## src/rtl/seg_chk_pkg.sv

```systemverilog
`timescale 1ns/1ps
package seg_chk_pkg;
   typedef enum logic [1:0] {
      SZ_BYTE  = 2'd0,
      SZ_WORD  = 2'd1,
      SZ_DWORD = 2'd2,
      SZ_RSVD  = 2'd3
   } acc_size_e;

   typedef enum logic {
      CHK_SEG   = 1'b0,
      CHK_TABLE = 1'b1
   } chk_mode_e;
endpackage

```

## src/rtl/seg_lim_expand.sv

```systemverilog
`timescale 1ns/1ps
module seg_lim_expand #(
   parameter int LIMIT_W    = 20,
   parameter int ADDR_W     = 32,
   parameter int GRAN_SHIFT = 12
) (
   input  logic [LIMIT_W-1:0] raw,
   input  logic               gran,
   output logic [ADDR_W-1:0]  lim
);
   localparam int GRAN_W = LIMIT_W + GRAN_SHIFT;

   generate
      if (GRAN_W > ADDR_W) begin : g_bad_width
         $error("seg_lim_expand: LIMIT_W+GRAN_SHIFT exceeds ADDR_W");
      end
      if (GRAN_SHIFT == 0) begin : g_no_gran
         // No granular scaling: the flag cannot change the limit.
         logic unused_gran;
         assign unused_gran = gran;
         assign lim = ADDR_W'(raw);
      end else begin : g_gran
         logic [GRAN_W-1:0] scaled;
         assign scaled = {raw, {GRAN_SHIFT{1'b1}}};
         assign lim    = gran ? ADDR_W'(scaled) : ADDR_W'(raw);
      end
   endgenerate
endmodule

```

## src/rtl/seg_span_calc.sv

```systemverilog
`timescale 1ns/1ps
module seg_span_calc
   import seg_chk_pkg::*;
#(
   parameter int ADDR_W = 32
) (
   input  logic [ADDR_W-1:0] offset,
   input  acc_size_e         size,
   output logic [ADDR_W:0]   last,      // one extra bit keeps the carry
   output logic              size_bad
);
   logic [2:0] len_m1;

   always_comb begin
      size_bad = 1'b0;
      unique case (size)
         SZ_BYTE:  len_m1 = 3'd0;
         SZ_WORD:  len_m1 = 3'd1;
         SZ_DWORD: len_m1 = 3'd3;
         default: begin
            len_m1   = 3'd0;
            size_bad = 1'b1;
         end
      endcase
   end

   assign last = {1'b0, offset} + {{(ADDR_W-2){1'b0}}, len_m1};
endmodule

```

## src/rtl/seg_bound_cmp.sv

```systemverilog
`timescale 1ns/1ps
module seg_bound_cmp
   import seg_chk_pkg::*;
#(
   parameter int ADDR_W      = 32,
   parameter int SMALL_TOP_W = 16,
   parameter int IDX_W       = 13,
   parameter int ENTRY_LOG2  = 3
) (
   input  chk_mode_e         mode,
   input  logic [ADDR_W-1:0] lim,
   input  logic              expand_down,
   input  logic              big,
   input  logic [ADDR_W-1:0] offset,
   input  logic [ADDR_W:0]   last,
   input  logic              size_bad,
   input  logic [IDX_W-1:0]  index,
   output logic              fault
);
   localparam int TBL_W = IDX_W + ENTRY_LOG2;
   localparam logic [ADDR_W:0] TOP_SMALL = (ADDR_W+1)'({SMALL_TOP_W{1'b1}});
   localparam logic [ADDR_W:0] TOP_BIG   = {1'b0, {ADDR_W{1'b1}}};

   logic [ADDR_W:0] lim_x;
   logic [ADDR_W:0] top;
   logic [ADDR_W:0] tbl_last;
   logic            up_fault;
   logic            down_fault;
   logic            tbl_fault;

   assign lim_x = {1'b0, lim};
   assign top   = big ? TOP_BIG : TOP_SMALL;

   generate
      if (ENTRY_LOG2 == 0) begin : g_byte_entry
         assign tbl_last = (ADDR_W+1)'(index);
      end else begin : g_wide_entry
         logic [TBL_W-1:0] ent_end;
         assign ent_end  = {index, {ENTRY_LOG2{1'b1}}};
         assign tbl_last = (ADDR_W+1)'(ent_end);
      end
   endgenerate

   assign up_fault   = last > lim_x;
   assign down_fault = ({1'b0, offset} <= lim_x) || (last > top);
   assign tbl_fault  = tbl_last > lim_x;

   always_comb begin
      if (mode == CHK_TABLE)
         fault = tbl_fault;
      else if (size_bad)
         fault = 1'b1;
      else if (expand_down)
         fault = down_fault;
      else
         fault = up_fault;
   end
endmodule

```

## src/rtl/seg_bound_check.sv

```systemverilog
`timescale 1ns/1ps
module seg_bound_check
   import seg_chk_pkg::*;
#(
   parameter int LIMIT_W     = 20,
   parameter int ADDR_W      = 32,
   parameter int GRAN_SHIFT  = 12,
   parameter int SMALL_TOP_W = 16,
   parameter int IDX_W       = 13,
   parameter int ENTRY_LOG2  = 3
) (
   input  logic               clk,
   input  logic               rst_n,
   input  logic               req_valid,
   input  logic               req_table,
   input  logic [LIMIT_W-1:0] req_limit_raw,
   input  logic               req_gran,
   input  logic               req_expand_down,
   input  logic               req_big,
   input  logic [ADDR_W-1:0]  req_offset,
   input  logic [1:0]         req_size,
   input  logic [IDX_W-1:0]   req_index,
   output logic               rsp_valid,
   output logic               rsp_fault,
   output logic [ADDR_W-1:0]  rsp_limit
);
   generate
      if (ADDR_W <= LIMIT_W) begin : g_chk_addr
         $error("seg_bound_check: ADDR_W must exceed LIMIT_W");
      end
      if (SMALL_TOP_W >= ADDR_W || SMALL_TOP_W < 1) begin : g_chk_top
         $error("seg_bound_check: SMALL_TOP_W out of range");
      end
      if (IDX_W + ENTRY_LOG2 > ADDR_W) begin : g_chk_tbl
         $error("seg_bound_check: table span exceeds ADDR_W");
      end
      if (ADDR_W < 3) begin : g_chk_min
         $error("seg_bound_check: ADDR_W too small");
      end
   endgenerate

   logic [ADDR_W-1:0] lim;
   logic [ADDR_W:0]   last;
   logic              size_bad;
   logic              fault_d;
   chk_mode_e         mode;
   acc_size_e         size;

   assign mode = chk_mode_e'(req_table);
   assign size = acc_size_e'(req_size);

   seg_lim_expand #(
      .LIMIT_W   (LIMIT_W),
      .ADDR_W    (ADDR_W),
      .GRAN_SHIFT(GRAN_SHIFT)
   ) u_expand (
      .raw (req_limit_raw),
      .gran(req_gran),
      .lim (lim)
   );

   seg_span_calc #(
      .ADDR_W(ADDR_W)
   ) u_span (
      .offset  (req_offset),
      .size    (size),
      .last    (last),
      .size_bad(size_bad)
   );

   seg_bound_cmp #(
      .ADDR_W     (ADDR_W),
      .SMALL_TOP_W(SMALL_TOP_W),
      .IDX_W      (IDX_W),
      .ENTRY_LOG2 (ENTRY_LOG2)
   ) u_cmp (
      .mode       (mode),
      .lim        (lim),
      .expand_down(req_expand_down),
      .big        (req_big),
      .offset     (req_offset),
      .last       (last),
      .size_bad   (size_bad),
      .index      (req_index),
      .fault      (fault_d)
   );

   always_ff @(posedge clk or negedge rst_n) begin
      if (!rst_n) begin
         rsp_valid <= 1'b0;
         rsp_fault <= 1'b0;
         rsp_limit <= '0;
      end else begin
         rsp_valid <= req_valid;
         if (req_valid) begin
            rsp_fault <= fault_d;
            rsp_limit <= lim;
         end
      end
   end

   // strobe follows request by one cycle
   a_r10_valid_rise: assert property (@(posedge clk) disable iff (!rst_n)
      req_valid |=> rsp_valid);
   a_r10_valid_fall: assert property (@(posedge clk) disable iff (!rst_n)
      !req_valid |=> !rsp_valid);
   // outputs hold while idle
   a_r10_hold: assert property (@(posedge clk) disable iff (!rst_n)
      !req_valid |=> ($stable(rsp_fault) && $stable(rsp_limit)));
   // upper bits clear without granularity
   a_r1_plain_high_zero: assert property (@(posedge clk) disable iff (!rst_n)
      (req_valid && !req_gran) |=> (rsp_limit[ADDR_W-1:LIMIT_W] == '0));
   generate
      if (GRAN_SHIFT > 0) begin : g_gran_assert
         // granular limit ends in ones
         a_r2_gran_low_ones: assert property (@(posedge clk) disable iff (!rst_n)
            (req_valid && req_gran) |=> (&rsp_limit[GRAN_SHIFT-1:0]));
      end
   endgenerate
   // first byte of a grow-upward segment is always inside
   a_r3_first_byte_ok: assert property (@(posedge clk) disable iff (!rst_n)
      (req_valid && !req_table && !req_expand_down && req_size == 2'd0
       && req_offset == '0) |=> !rsp_fault);
   // multi-byte access at the very top carries out and faults
   a_r4_carry_fault: assert property (@(posedge clk) disable iff (!rst_n)
      (req_valid && !req_table && req_size != 2'd0 && (&req_offset))
      |=> rsp_fault);
   // offset zero never lies above the limit of a grow-downward segment
   a_r5_down_zero_offset: assert property (@(posedge clk) disable iff (!rst_n)
      (req_valid && !req_table && req_expand_down && req_offset == '0)
      |=> rsp_fault);
   // small top bounds grow-downward segments
   a_r6_small_top: assert property (@(posedge clk) disable iff (!rst_n)
      (req_valid && !req_table && req_expand_down && !req_big
       && req_offset[ADDR_W-1:SMALL_TOP_W] != '0) |=> rsp_fault);
   // entry zero fits any table whose limit covers one entry
   a_r8_entry_zero: assert property (@(posedge clk) disable iff (!rst_n)
      (req_valid && req_table && req_index == '0
       && ADDR_W'(req_limit_raw) >= ADDR_W'((1 << ENTRY_LOG2) - 1)) |=> !rsp_fault);
   // reserved size code
   a_r9_rsvd_size: assert property (@(posedge clk) disable iff (!rst_n)
      (req_valid && !req_table && req_size == 2'd3) |=> rsp_fault);
endmodule

```

## config.mk

```make
export PLATFORM = sky130hd
export DESIGN_NAME = seg_bound_check
export DESIGN_NICKNAME = d
export VERILOG_FILES = /design/src/rtl/seg_chk_pkg.sv /design/src/rtl/seg_lim_expand.sv /design/src/rtl/seg_span_calc.sv /design/src/rtl/seg_bound_cmp.sv /design/src/rtl/seg_bound_check.sv
export SDC_FILE = /design/constraint.sdc
export NUM_CORES = 1
export LEC_CHECK = 0
export BUFFER_PORTS_ARGS = -buffer_cell sky130_fd_sc_hd__buf_4
export CORE_MARGIN = 2
export CORE_UTILIZATION = 54
export CTS_BUF_LIST = sky130_fd_sc_hd__clkbuf_2 sky130_fd_sc_hd__clkbuf_4 sky130_fd_sc_hd__clkbuf_8
export CTS_CLUSTER_DIAMETER = 150
export DETAILED_ROUTE_END_ITERATION = 8
export GPL_TIMING_DRIVEN = 1
export HOLD_SLACK_MARGIN = 0.06
export PLACE_DENSITY = 0.81
export SYNTH_ARGS = -nofsm -noshare
export SYNTH_HDL_FRONTEND = slang
export SYNTH_SLANG_ARGS = --single-unit
export TNS_END_PERCENT = 30
```

## constraint.sdc

```tcl
create_clock -name clk -period 1.3 [get_ports clk]
set_input_delay 0 -clock clk [delete_from_list [all_inputs] [get_ports clk]]
set_output_delay 0 -clock clk [all_outputs]
set_load 0.1 [all_outputs]
```

# After elaboration in Yosys (flattened, before gate mapping)
# Cells that the tools add are included.
# op_classes
n_addsub,1
magnitude_cmp,4
n_eq_ne,2
muxes,6
reduce_logical,3
# ops
cell,count
32-bit two-way mux,2
32-bit by 2-bit adder with 33-bit output,1
33-bit by 32-bit greater-than comparator with 1-bit output,1
33-bit greater-than comparator,1
16-bit by 32-bit greater-than comparator with 1-bit output,1
32-bit <= comparator,1
2-bit case mux with 2 select lines,1
1-bit two-way mux,3
3-bit OR reduction,1
"2-bit by 1-bit equality test with 1-bit output, second input constant",1
"2-bit equality test, second input constant",1
2-bit zero test,1
1-bit logical OR,1
# word_totals
regBits,34
input_bits,74
out_inout_bits,34
word_cells,19

# Depth between registers and ports, before layout
# Gate-level depths: netlist of the first run.
# depth
word_depth,8
mapped_depth,20

# Modules after synthesis
# Synthesis of the first run repeated with hierarchy kept, for this count alone.
# hier_totals
hier_cells,488
area_unflattened_um2,4669.5
# modules_own_cells
mod,instances,cells_per_inst,area_per_inst_um2,seq_area_each_um2
seg_bound_cmp,1,285,2272.2,0.0
seg_bound_check,1,71,1406.3,850.8
seg_span_calc,1,97,704.4,0.0
seg_lim_expand,1,35,286.5,0.0

# Worst setup path before layout of the first run
# No wires, ideal clock.
# synth_timing
kind,input-to-reg
startpoint,input req_size[0]
endpoint,register rsp_fault
setup_ps,139
arrival_ps,3865
slack_ps,-2704
stages,20
n_path_buf,1
cell_sequence,inv_1 > ha_1 > inv_1 > ha_1 > fa_1 > nand4_1 > or2_2 > nor2_1 > and3_1 > buf_4 > nand3_1 > xnor2_1 > ha_1 > nand4_2 > or3_1 > or4_1 > and4b_1 > a41oi_1 > o31ai_1 > a21oi_1
# synth_between
elab_chain_len,8
elab_cells_between_ends,12
classes_between,1 x add/sub; 2 x order compare; 2 x eq/ne; 4 x mux; 3 x reduce/logical
# synth_rtl
element,line_no,source
start: declaration,seg_bound_check.sv:21,"input logic [1:0] req_size,"
2-bit equality test or 2-bit by 1-bit equality test with 1-bit output (tied branches),seg_span_calc.sv:16,unique case (size)
2-bit case mux with 2 select lines,seg_span_calc.sv:16,
32-bit by 2-bit adder with 33-bit output,seg_span_calc.sv:27,"assign last = {1'b0, offset} + {{(ADDR_W-2){1'b0}}, len_m1};"
33-bit greater-than comparator,seg_bound_cmp.sv:45,"assign down_fault = ({1'b0, offset} <= lim_x) || (last > top);"
1-bit logical OR,seg_bound_cmp.sv:45,
1-bit two-way mux,seg_bound_cmp.sv:53,else if (expand_down)
1-bit two-way mux (*),seg_bound_cmp.sv:51,else if (size_bad)
1-bit two-way mux (*),seg_bound_cmp.sv:49,if (mode == CHK_TABLE)
end signal: assignment,seg_bound_check.sv:96,rsp_fault <= fault_d;
end: declaration,seg_bound_check.sv:24,"output logic rsp_fault,"
# Every way passes the cells marked *; elsewhere a longest branch is shown, timed or not.
# A chain may end at the register's enable or synchronous reset.

# Final worst setup path of the first run
# Ends and elaborated chain as after synthesis.

==> impl_results.md, run 1 <==
- Max H-tree Level: 2
- RSZ-0062 raised after global routing: yes
- Post-synth top flop: dfrtp_1
- Initial antenna violation count: 0
- Power, Total: 4750 uW
- Cell Area, Synth: 4260 um^2
- Die H: 92.8 um
- # diodes: 0
- Via density: 5.88
- Nets: 946
- Slew of the pin with the lowest slew margin: 0.665 ns
- Initial Util: 55.4%
- Layout cells sized above 1: 38.5%
- Yosys warning total: 0
- Vias in the first global route: 5255
- Net switching power: 2120 uW
- Failing checks: negative setup slack
- GPL Wtd Cong: 0.989
- Seq/Total Area, Yosys: 20.0%
- Number of synthesized register bits: 34
- Root Buffer: clkbuf_8
- Hold path start: req_limit_raw[16]
- Startpoint types: input pin
- Crit Path Max Fanout: 4
- Crit path kind: in2reg
- Share of total power in the clock network: 18.0%
- Final worst setup slack: -2.23 ns
- Maximum vdd drop: 0.000830 V
- CTS Buf Count: 5
- Filler cell count in the final layout: 487
- Syn_nets: 688
- Comb power frac: 56.5%
- Antenna Violating Nets Remaining: 0
- Skew final: 0 ns
- Finished Core Util: 84.7%
- Clock Path Buffers: 2
- Final Hold Vio Count: 0
- Global-route wire length before repair: 24900 um
- Sw frac: 44.6%
- IO Count: 108
- Overall routed net length: 16000 um
- Area growth syn-to-layout: 52.8%
- Async set-reset flop share out of synthesis: 100%
- Outcome: finished with violations
- Non-filler cells in the finished layout: 877
- P_int: 2630 uW
- Unique masters post-synth: 54
- Wire per inst: 18.2 um
- Flop pwr share: 25.5%
- TritonCTS clock tree: built
- RR Startpoint: rsp_fault
- Total Routing Usage GR: 36.8%
- Min Clock Period, post-route: 3.53 ns
- Slew Limit Headroom: 54.5%
- Fin crit share: 272%
- # clock sinks: 34
- Clock-pin transition on the worst setup and hold timing paths: 0.08 ns
- Worst slack, placed: -2.55 ns
- Largest net degree at the start of global routing: 35
- Site row count: 32
- Final TNS setup: -2.23 ns
- Placed wire-length estimate: 13500 um
- Core Area: 7690 um^2
- Die Footprint: 8610 um^2
- Worst endpoint data arrival time: 3.70 ns
- CP Data Required Time: 1.47 ns
- Routed vias: 5155
- Clock latency at the later pin of the worst-skew pair: 0.29 ns
- Drt pass-1 iters: 5
- I/O Buffers: 107
- Dpl cells: 865
- Post-synth EDFFs: 0
- Residual DRC: 0
- Max Slew Vio Count: 0
- Worst setup EP type: flip-flop
- Congestion Overflow GR: 0
- Post-Syn Instances: 516
- Max Fclk: 283 MHz
- Syn avg cell area: 8.25 um^2
- Hold Path Class: in2reg
- Drt initial violations: 291
- Chip Width: 92.8 um
- PD cells: 729 nW/um^2
- # setup viols final: 1
- Pleak: 0.00324 uW
- Worst setup startpoint: req_size[0]
- Max-Cap Viols: 0
-- layout make-up --
class	count	area [um^2]	area share (%)
Multi-Input combinational cell	440	3330	51.1
Timing Repair Buffer	266	2000	30.8
Sequential cell	34	851	13.1
Tap cell	102	128	1.96
Inverter	27	106	1.63
Clock buffer	7	90.1	1.38
Clock inverter	1	5.00	0.0769
-- layout by cell type, fill, tap and decap left out, drive strengths merged, types with 27 or more instances in the layout --
master and count:
inv 27, nand3 37, nor2 44, a21oi 52
dfrtp 34, buf 263, ha 97, o21ai 28
nand2 40
-- power by group through the flow --
| stage | clock network (uW) | logic (uW) | registers [uW] |
|---|---|---|---|
| 4_1_cts | 859 | 2640 | 1210 |
| 2_1_floorplan | 0 | 813 | 1890 |
| 6_report | 853 | 2680 | 1210 |
| 3_3_place_gp | 0 | 2520 | 1220 |
| 3_5_place_dp | 0 | 2610 | 1230 |
| 5_1_grt | 890 | 2850 | 1220 |
-- cells by family (layout without fill, tap and decap cells) --
logic type                 count (synthesis)  after routing  synth area share [%]
DFF                                       34             34                  20.0
and+or+nand+nor                          191            191                  22.6
buffers and inverters                     42            301                  4.17
xor gates and xnor gates                  30             30                  6.61
adders and majority gates                 98             98                  29.0
muxes                                      9              9                  2.14
AOI/OAI and AO/OA                        112            112                  15.5
-- layer usage --
layer / wire length [um] / global-route usage (%) / vias up
met1: 6100 / 42.7 / 2398
li1: - / - / 2427
met5: 0 / 0 / -
met2: 8070 / 65.5 / 270
met3: 1010 / 4.96 / 60
met4: 819 / 19.2 / 0
-- stage by stage --
stage / hold slack (ns) / cell area [um^2]
floorplan: -0.296 / 4340
global placement: -0.0338 / 6360
detailed placement: -0.0230 / 6360
CTS: 0.0747 / 6490
global route: 0.0891 / 6510
finish: 0.0797 / 6510
-- cell usage after synthesis (2+ instances only) --
master / number / share of area (%)
a211oi_1: 5 / 0.88
o21ai_1: 12 / 1.4
ha_1: 97 / 28
mux2i_1: 8 / 1.9
dfrtp_1: 34 / 20
nand3_1: 37 / 4.3
nand4_1: 22 / 3.2
or4_1: 2 / 0.35
nand3b_1: 2 / 0.35
nor2_1: 43 / 3.8
a2111oi_0: 5 / 1.0
inv_1: 26 / 2.3
o211ai_1: 5 / 0.88
buf_6: 2 / 0.53
xnor2_1: 22 / 4.5
a21o_1: 4 / 0.71
nor4_1: 9 / 1.3
o31ai_1: 2 / 0.35
o22ai_1: 2 / 0.29
nor3_1: 9 / 1.1
clkbuf_1: 10 / 0.88
xor2_1: 7 / 1.4
a221oi_1: 2 / 0.41
nor2b_1: 3 / 0.44
or2_1: 2 / 0.29
a41oi_1: 2 / 0.41
nand2b_1: 2 / 0.29
and3_2: 3 / 0.53
and3_1: 7 / 1.0
a21oi_1: 52 / 6.1
o21ai_0: 16 / 1.9
nand2_1: 40 / 3.5
-- registers in the layout, indices dropped and copies added, names as in the netlist --
signal / cells
rsp_limit: 32
rsp_fault: 1
rsp_valid: 1
-- worst paths after layout --
check                      slack (ns)       endpoint  cells past startpoint
setup reg to reg                 0.44      rsp_fault                      2
setup / recovery                -2.23      rsp_fault                     20
hold / removal                   0.08  rsp_limit[28]                      4
max in group asynchronous        0.76  rsp_limit[11]                      2
min in group asynchronous        0.20  rsp_limit[25]                      2
hold reg to reg                  0.51  rsp_limit[25]                      2
-- worst max-delay path, cell delays in order --
cell     delay [ns]
buf_4          0.13
inv_6          0.05
ha_4           0.18
inv_2          0.06
ha_4           0.14
fa_2           0.20
nand4_1        0.12
or2_4          0.28
nor2_4         0.09
and3_4         0.23
nand3_2        0.08
xnor2_1        0.16
ha_1           0.33
nand4_2        0.11
or3_1          0.33
or4_1          0.50
and4b_1        0.28
a41oi_2        0.12
o31ai_2        0.21
a21oi_1        0.10
-- what timing repair did --
action | in CTS | in global routing
resized for setup | 0 | 6
hold endpoints to repair | 38 | 0
hold buffers | 3 | 0
setup buffers | 1 | 0
endpoints found under the setup margin | 1 | 1
pin swaps | 4 | 2
Note: power is estimated with default switching activity, not from simulation.
==> run 2, diff against run 1 <==
Settings changed: CORE_UTILIZATION 54 to 51, PLACE_DENSITY 0.81 to 0.8, TNS_END_PERCENT 30 to 10.
Clock period 1.3 ns to 3.05 ns, I/O delays scaled along.
==> run 2 against run 1 <==
Net effect:
- the flow still finishes with violations (negative setup slack)
- count of clock-buffer cells in the layout fell by 2
- setup slack improved by 1.8 ns
- register-to-register slack better by 1.8 ns
- first-iteration DRC count fell by 0.34%
- design area fell by 4.9%
- total power down 55%
- routed wire length fell by 3.2%
- die area rose by 5.6%
- clock skew unchanged
- critical endpoint unchanged
==> impl_results.md, run 2 (same netlist as run 1, synthesis figures left out) <==
- Core Area: 8180 um^2 (+6.3%)
- RSZ-0062 raised after global routing: yes
- Final Hold Vio Count: 0 (unchanged)
- Largest regs: rsp_limit x32, rsp_fault x1, rsp_valid x1
- Register area: 851 um^2 (unchanged)
- Max Fclk: 290 MHz
- Multi-input logic area: 3320 um^2 (-0.23%)
- # clock sinks: 34 (unchanged)
- Root Buffer: clkbuf_8
- Congestion Overflow GR: 0 (unchanged)
- Reg2Reg Depth: 2 (unchanged)
- GPL Wtd Cong: 0.960 (-2.9%)
- Die H: 95.4 um (+2.8%)
- CP Data Required Time: 3.22 ns (+1.75 ns)
- Worst Hold Path Cells: 4 (unchanged)
- Clock-pin transition on the worst setup and hold timing paths: 0.08 ns (about the same)
- Fin crit share: 113%
- Worst r2r dst: rsp_limit[30]
- Via density: 5.99 (+1.9%)
- # diodes: 0 (unchanged)
- Min Clock Period, post-route: 3.44 ns
- Site row count: 33 (+3.1%)
- RR Startpoint: rsp_limit[30]
- Initial antenna violation count: 0 (unchanged)
- Worst slack, placed: -0.795 ns (+1.75 ns)
- Pleak: 0.00300 uW (-7.3%)
- WHS Endpoint: rsp_fault
- Startpoint types: input pin
- Max H-tree Level: 2 (unchanged)
- Residual DRC: 0 (unchanged)
- Failing checks: negative setup slack
- Most flops, register: rsp_limit
- Largest net degree at the start of global routing: 67 (+91%)
- Non-filler cells in the finished layout: 827 (-5.7%)
- Max-Cap Viols: 0 (unchanged)
- Outcome: finished with violations
- Slew of the pin with the lowest slew margin: 0.616 ns (-0.0491 ns)
- Final worst setup slack: -0.393 ns (+1.84 ns)
- Die Footprint: 9100 um^2 (+5.6%)
- Critical Path Slowest Stage Cell: or4_1
- # setup viols final: 1 (unchanged)
- Global-route wire length before repair: 23800 um (-4.4%)
- CP dominant cell by count: ha_4
- Slew Limit Headroom: 58.9% (+4.4 points)
- TritonCTS clock tree: built
- Placed wire-length estimate: 12400 um (-8.5%)
- CP peak stage delay: 0.50 ns (about the same)
- Clock latency at the later pin of the worst-skew pair: 0.30 ns (about the same)
- Crit path kind: in2reg
- Layout cells sized above 1: 32.3% (-6.2 points)
- PD cells: 342 nW/um^2 (-53%)
- Routed vias: 4952 (-3.9%)
- Commonest non-fill, non-tap cell in the layout: buf_4
- Clock Path Buffers: 2 (unchanged)
- Chip Width: 95.4 um (+2.8%)
- Crit Path Max Fanout: 4 (unchanged)
- Antenna Violating Nets Remaining: 0 (unchanged)
- Wire per inst: 18.7 um (+2.6%)
- Drt initial violations: 290 (-0.34%)
- Skew final: 0 ns (unchanged)
- Filler cell count in the final layout: 597 (+23%)
- Power, Total: 2120 uW (-55%)
- Overall routed net length: 15500 um (-3.2%)
- Total Routing Usage GR: 34.0% (-2.8 points)
- Initial Util: 52.1% (-3.3 points)
- IO Count: 108 (unchanged)
- Hold path start: req_table
- Drt pass-1 iters: 5 (unchanged)
- Crit path cell chain: buf_8 > inv_6 > ha_4 > inv_4 > ha_4 > fa_2 > nand4_1 > or2_4 > nor2_4 > and3_4 > nand3_4 > xnor2_2 > ha_1 > nand4_2 > or3_4 > or4_1 > and4b_1 > a41oi_2 > o31ai_1 > a21oi_1
- Worst endpoint data arrival time: 3.62 ns (-0.08 ns)
- Maximum vdd drop: 0.000310 V (-63%)
- Dpl cells: 803 (-7.2%)
- I/O Buffers: 107 (unchanged)
- Nets: 893 (-5.6%)
- Area growth syn-to-layout: 45.4%
- Register-to-Register Setup Slack: 2.22 ns (+1.78 ns)
- CTS Buf Count: 5 (unchanged)
- Finished Core Util: 75.7% (-8.9 points)
- Worst setup EP type: flip-flop
- Max reg flops: 32 (unchanged)
- Hold Path Class: in2reg
- Highest-count cells in the layout ignoring fill and taps: buf_4, ha_1, a21oi_1
- Max Slew Vio Count: 0 (unchanged)
- Vias in the first global route: 4976 (-5.3%)
run 2: cell types whose count changed in the layout (fill, tap and decap cells not counted), moves of 2 or more:
cell	before	now
a2111oi_0	2	4
bufinv_16	0	2
buf_4	263	197
dlygate4sd3_1	3	14
run 2: critical path, delay by kind of cell:
| kind | cells | cell delay (ns) |
|---|---|---|
| compound gates | 3 | 0.40 |
| xor+xnor | 1 | 0.14 |
| fa+ha+maj | 4 | 0.84 |
| buf+inv | 3 | 0.19 |
| simple gates | 9 | 2.03 |
run 2: area by class of cell:
cell class / instances / area share [%]
clock buffer: 5 / 1.11
timing repair buffer: 213 / 26.6
clock inverter: 3 / 1.11
sequential: 34 / 13.7
inverter: 27 / 1.76
multi-input combinational: 440 / 53.6
tap: 105 / 2.12
run 2: per-layer routing:
layer,share of wire [%],vias to the layer above,GRT usage (%)
li1,-,2334,-
met1,39,2303,39.2
met2,48,238,59.2
met3,6.7,77,5.61
met4,6.1,0,19.5
met5,0,-,0
run 2: through the flow:
stage                     instance area [um^2]  setup TNS (ns)  hold slack [ns]
final                                     6190          -0.393           0.0655
after global routing                      6190          -0.593            0.103
after CTS                                 6180          -0.423           0.0795
after detailed placement                  5870          -0.795          -0.0232
after global placement                    5870          -0.668          -0.0315
after floorplan                           4340          -0.583           -0.296
run 2: worst max-delay path by stage:
stage,depth (start not counted),to,slack (ns),start
after global routing,20,rsp_fault,-0.59,req_size[0]
after global placement,20,rsp_fault,-0.67,req_size[0]
final,20,rsp_fault,-0.39,req_size[0]
after detailed placement,21,rsp_fault,-0.79,req_size[0]
after CTS,19,rsp_fault,-0.42,req_size[1]
after floorplan,19,rsp_fault,-0.58,req_size[1]
run 2: where the power goes:
part           switching [uW]  internal [uW]
sequential               25.3            489
combinational             680            389
clock                     208            328
run 2: timing repair:
action	4_1_cts	5_1_grt
pin swaps	5	2
buffers inserted	2	0
endpoints found under the hold margin	47	0
gates resized for setup	5	2
hold buffers	14	0
endpoints found under the setup margin	1	1
==> run 3, diff against run 2 <==
Settings changed: CELL_PAD_IN_SITES_DETAIL_PLACEMENT set to 0, CELL_PAD_IN_SITES_GLOBAL_PLACEMENT set to 2, CORE_UTILIZATION 51 to 29, PLACE_DENSITY 0.8 to not set, PLACE_DENSITY_LB_ADDON set to 0.1.
==> run 3 against run 2 <==
Net effect:
- the run still ends with negative setup slack left
- critical path type unchanged
- sequential cell count unchanged
- worst hold slack improved by 0.022 ns
- via count decreased by 5.0%
- first-iteration DRC count decreased by 13%
==> impl_results.md, run 3 (same netlist as run 1, synthesis figures left out) <==
- TritonCTS clock tree: built
- GPL Wtd Cong: 0.838 (-13%)
- Placed wire-length estimate: 13900 um (+13%)
- CP Data Required Time: 3.20 ns (-0.02 ns)
- Clock Path Buffers: 2 (unchanged)
- Crit Path Max Fanout: 4 (unchanged)
- Slew of the pin with the lowest slew margin: 0.613 ns (-0.00316 ns)
- Min Clock Period, post-route: 3.63 ns (+0.184 ns)
- Hold path start: req_gran
- WHS Endpoint: rsp_limit[29]
- Fin crit share: 119% (+6.0 points)
- Highest-count cells in the layout ignoring fill and taps: buf_4, ha_1, a21oi_1
- Root Buffer: clkbuf_8
- Final Hold Vio Count: 0 (unchanged)
- Via density: 5.15 (-14%)
- Reg2Reg Depth: 2 (unchanged)
- Site row count: 44 (+33%)
- Drt initial violations: 253 (-13%)
- Max-Cap Viols: 0 (unchanged)
- Global-route wire length before repair: 25700 um (+8.2%)
- Total Routing Usage GR: 20.6% (-13 points)
- Power, Total: 1920 uW (-9.5%)
- Register-to-Register Setup Slack: 2.22 ns (about the same)
- Pleak: 0.00304 uW (+1.3%)
- Worst hold slack: 0.0873 ns (+0.0219 ns)
- Multi-input logic area: 3370 um^2 (+1.6%)
- Max Fclk: 276 MHz (-5.1%)
- Nets: 902 (+1.0%)
- Die H: 125 um (+31%)
- Maximum vdd drop: 0.000214 V (-31%)
- Residual DRC: 0 (unchanged)
- Register area: 851 um^2 (unchanged)
- Final TNS setup: -0.576 ns (-0.184 ns)
- Max reg flops: 32 (unchanged)
- Outcome: finished with violations
- IO Count: 108 (unchanged)
- Clock-pin transition on the worst setup and hold timing paths: 0.07 ns (about the same)
- Dpl cells: 889 (+11%)
- Worst endpoint data arrival time: 3.78 ns (+0.16 ns)
- Commonest non-fill, non-tap cell in the layout: buf_4
- Max H-tree Level: 2 (unchanged)
- Clock latency at the later pin of the worst-skew pair: 0.28 ns (-0.02 ns)
- RR Startpoint: rsp_fault
- Chip Width: 125 um (+31%)
- Largest net degree at the start of global routing: 67 (unchanged)
- Crit path kind: in2reg
- Startpoint types: input pin
- Drt pass-1 iters: 5 (unchanged)
- Hold Path Class: in2reg
- Worst r2r dst: rsp_fault
- Filler cell count in the final layout: 1482 (+150%)
- Wire per inst: 18.2 um (-3.0%)
- CTS Buf Count: 5 (unchanged)
- Core Area: 14400 um^2 (+76%)
- Slew Limit Headroom: 59.1% (+0.21 points)
- # diodes: 0 (unchanged)
- Final worst setup slack: -0.576 ns (-0.184 ns)
- Finished Core Util: 44.0% (-32 points)
- Area growth syn-to-layout: 48.9%
- I/O Buffers: 107 (unchanged)
- Overall routed net length: 16600 um (+7.2%)
- Skew final: 0 ns (unchanged)
- Layout cells sized above 1: 34.2% (+2.0 points)
- Congestion Overflow GR: 0 (unchanged)
- Failing checks: negative setup slack
- Antenna Violating Nets Remaining: 0 (unchanged)
- Non-filler cells in the finished layout: 914 (+11%)
- PD cells: 303 nW/um^2 (-12%)
- Most flops, register: rsp_limit
- Die Footprint: 15700 um^2 (+72%)
- Largest regs: rsp_limit x32, rsp_fault x1, rsp_valid x1
- # clock sinks: 34 (unchanged)
- Worst Hold Path Cells: 3 (-1)
- Worst setup EP type: flip-flop
- RSZ-0062 raised after global routing: yes
- # setup viols final: 1 (unchanged)
- Initial Util: 29.5% (-23 points)
- Max Slew Vio Count: 0 (unchanged)
- Vias in the first global route: 4789 (-3.8%)
- Routed vias: 4704 (-5.0%)
- Initial antenna violation count: 0 (unchanged)
## run 3: cell types whose count changed in the layout (fill, tap and decap cells not counted), moves of 3 or more
cell,before,now
nand3_2,1,4
nand3_1,35,32
xnor2_1,21,18
buf_4,197,208
xnor2_2,1,4
## run 3: through the flow
stage	setup slack [ns]	cell area, um^2
floorplan	-0.583	4340
CTS	-0.575	6250
global placement	-0.755	6020
global route	-0.716	6340
detailed placement	-0.962	6020
finish	-0.576	6340
## run 3: layout make-up
class,count,share of cell area (%)
timing repair buffer,222,26.8
sequential,34,13.4
multi-input combinational,440,53.2
clock inverter,2,0.158
inverter,27,1.68
tap,184,3.63
clock buffer,5,1.09
## run 3: worst max-delay path: stages
cell and delay (ns):
buf_4 0.13, inv_6 0.05, ha_4 0.18, inv_2 0.06
ha_4 0.13, fa_2 0.20, nand4_1 0.11, or2_4 0.27
nor2_4 0.10, and3_4 0.24, nand3_4 0.08, xnor2_2 0.15
ha_1 0.31, nand4_2 0.15, or3_4 0.36, or4_4 0.51
and4b_1 0.27, a41oi_2 0.09, o31ai_1 0.26, a21oi_1 0.11
## run 3: layer usage
layer  vias to the layer above  GRT usage, %  share of wire, %
li1                       2340             -                 -
met1                      2227          27.5                45
met2                       115          35.9                49
met3                        22          2.14               3.6
met4                         0          4.84               2.4
met5                         -             0                 0
## run 3: power breakdown
| group | internal [uW] | switching (uW) | leakage (uW) |
|---|---|---|---|
| Sequential | 490 | 23.7 | 0.000391 |
| Clock | 153 | 170 | 0.0000438 |
| Combinational | 397 | 685 | 0.00261 |
| Total | 1040 | 879 | 0.00304 |
## run 3: repair_timing
action / 4_1_cts / 5_1_grt
buffers inserted: 0 / 4
endpoints found under the setup margin: 1 / 1
hold buffers: 14 / 0
hold endpoints to repair: 47 / 0
pin swaps: 1 / 14
gates resized for setup: 2 / 12
## run 3: how the worst max path moves through the flow
stage | cells past startpoint | slack [ns] | start | to
after CTS | 20 | -0.57 | req_size[0] | rsp_fault
after detailed placement | 19 | -0.96 | req_size[0] | rsp_fault
after floorplan | 19 | -0.58 | req_size[1] | rsp_fault
after global routing | 20 | -0.72 | req_size[0] | rsp_fault
final | 20 | -0.58 | req_size[0] | rsp_fault
after global placement | 19 | -0.76 | req_size[0] | rsp_fault
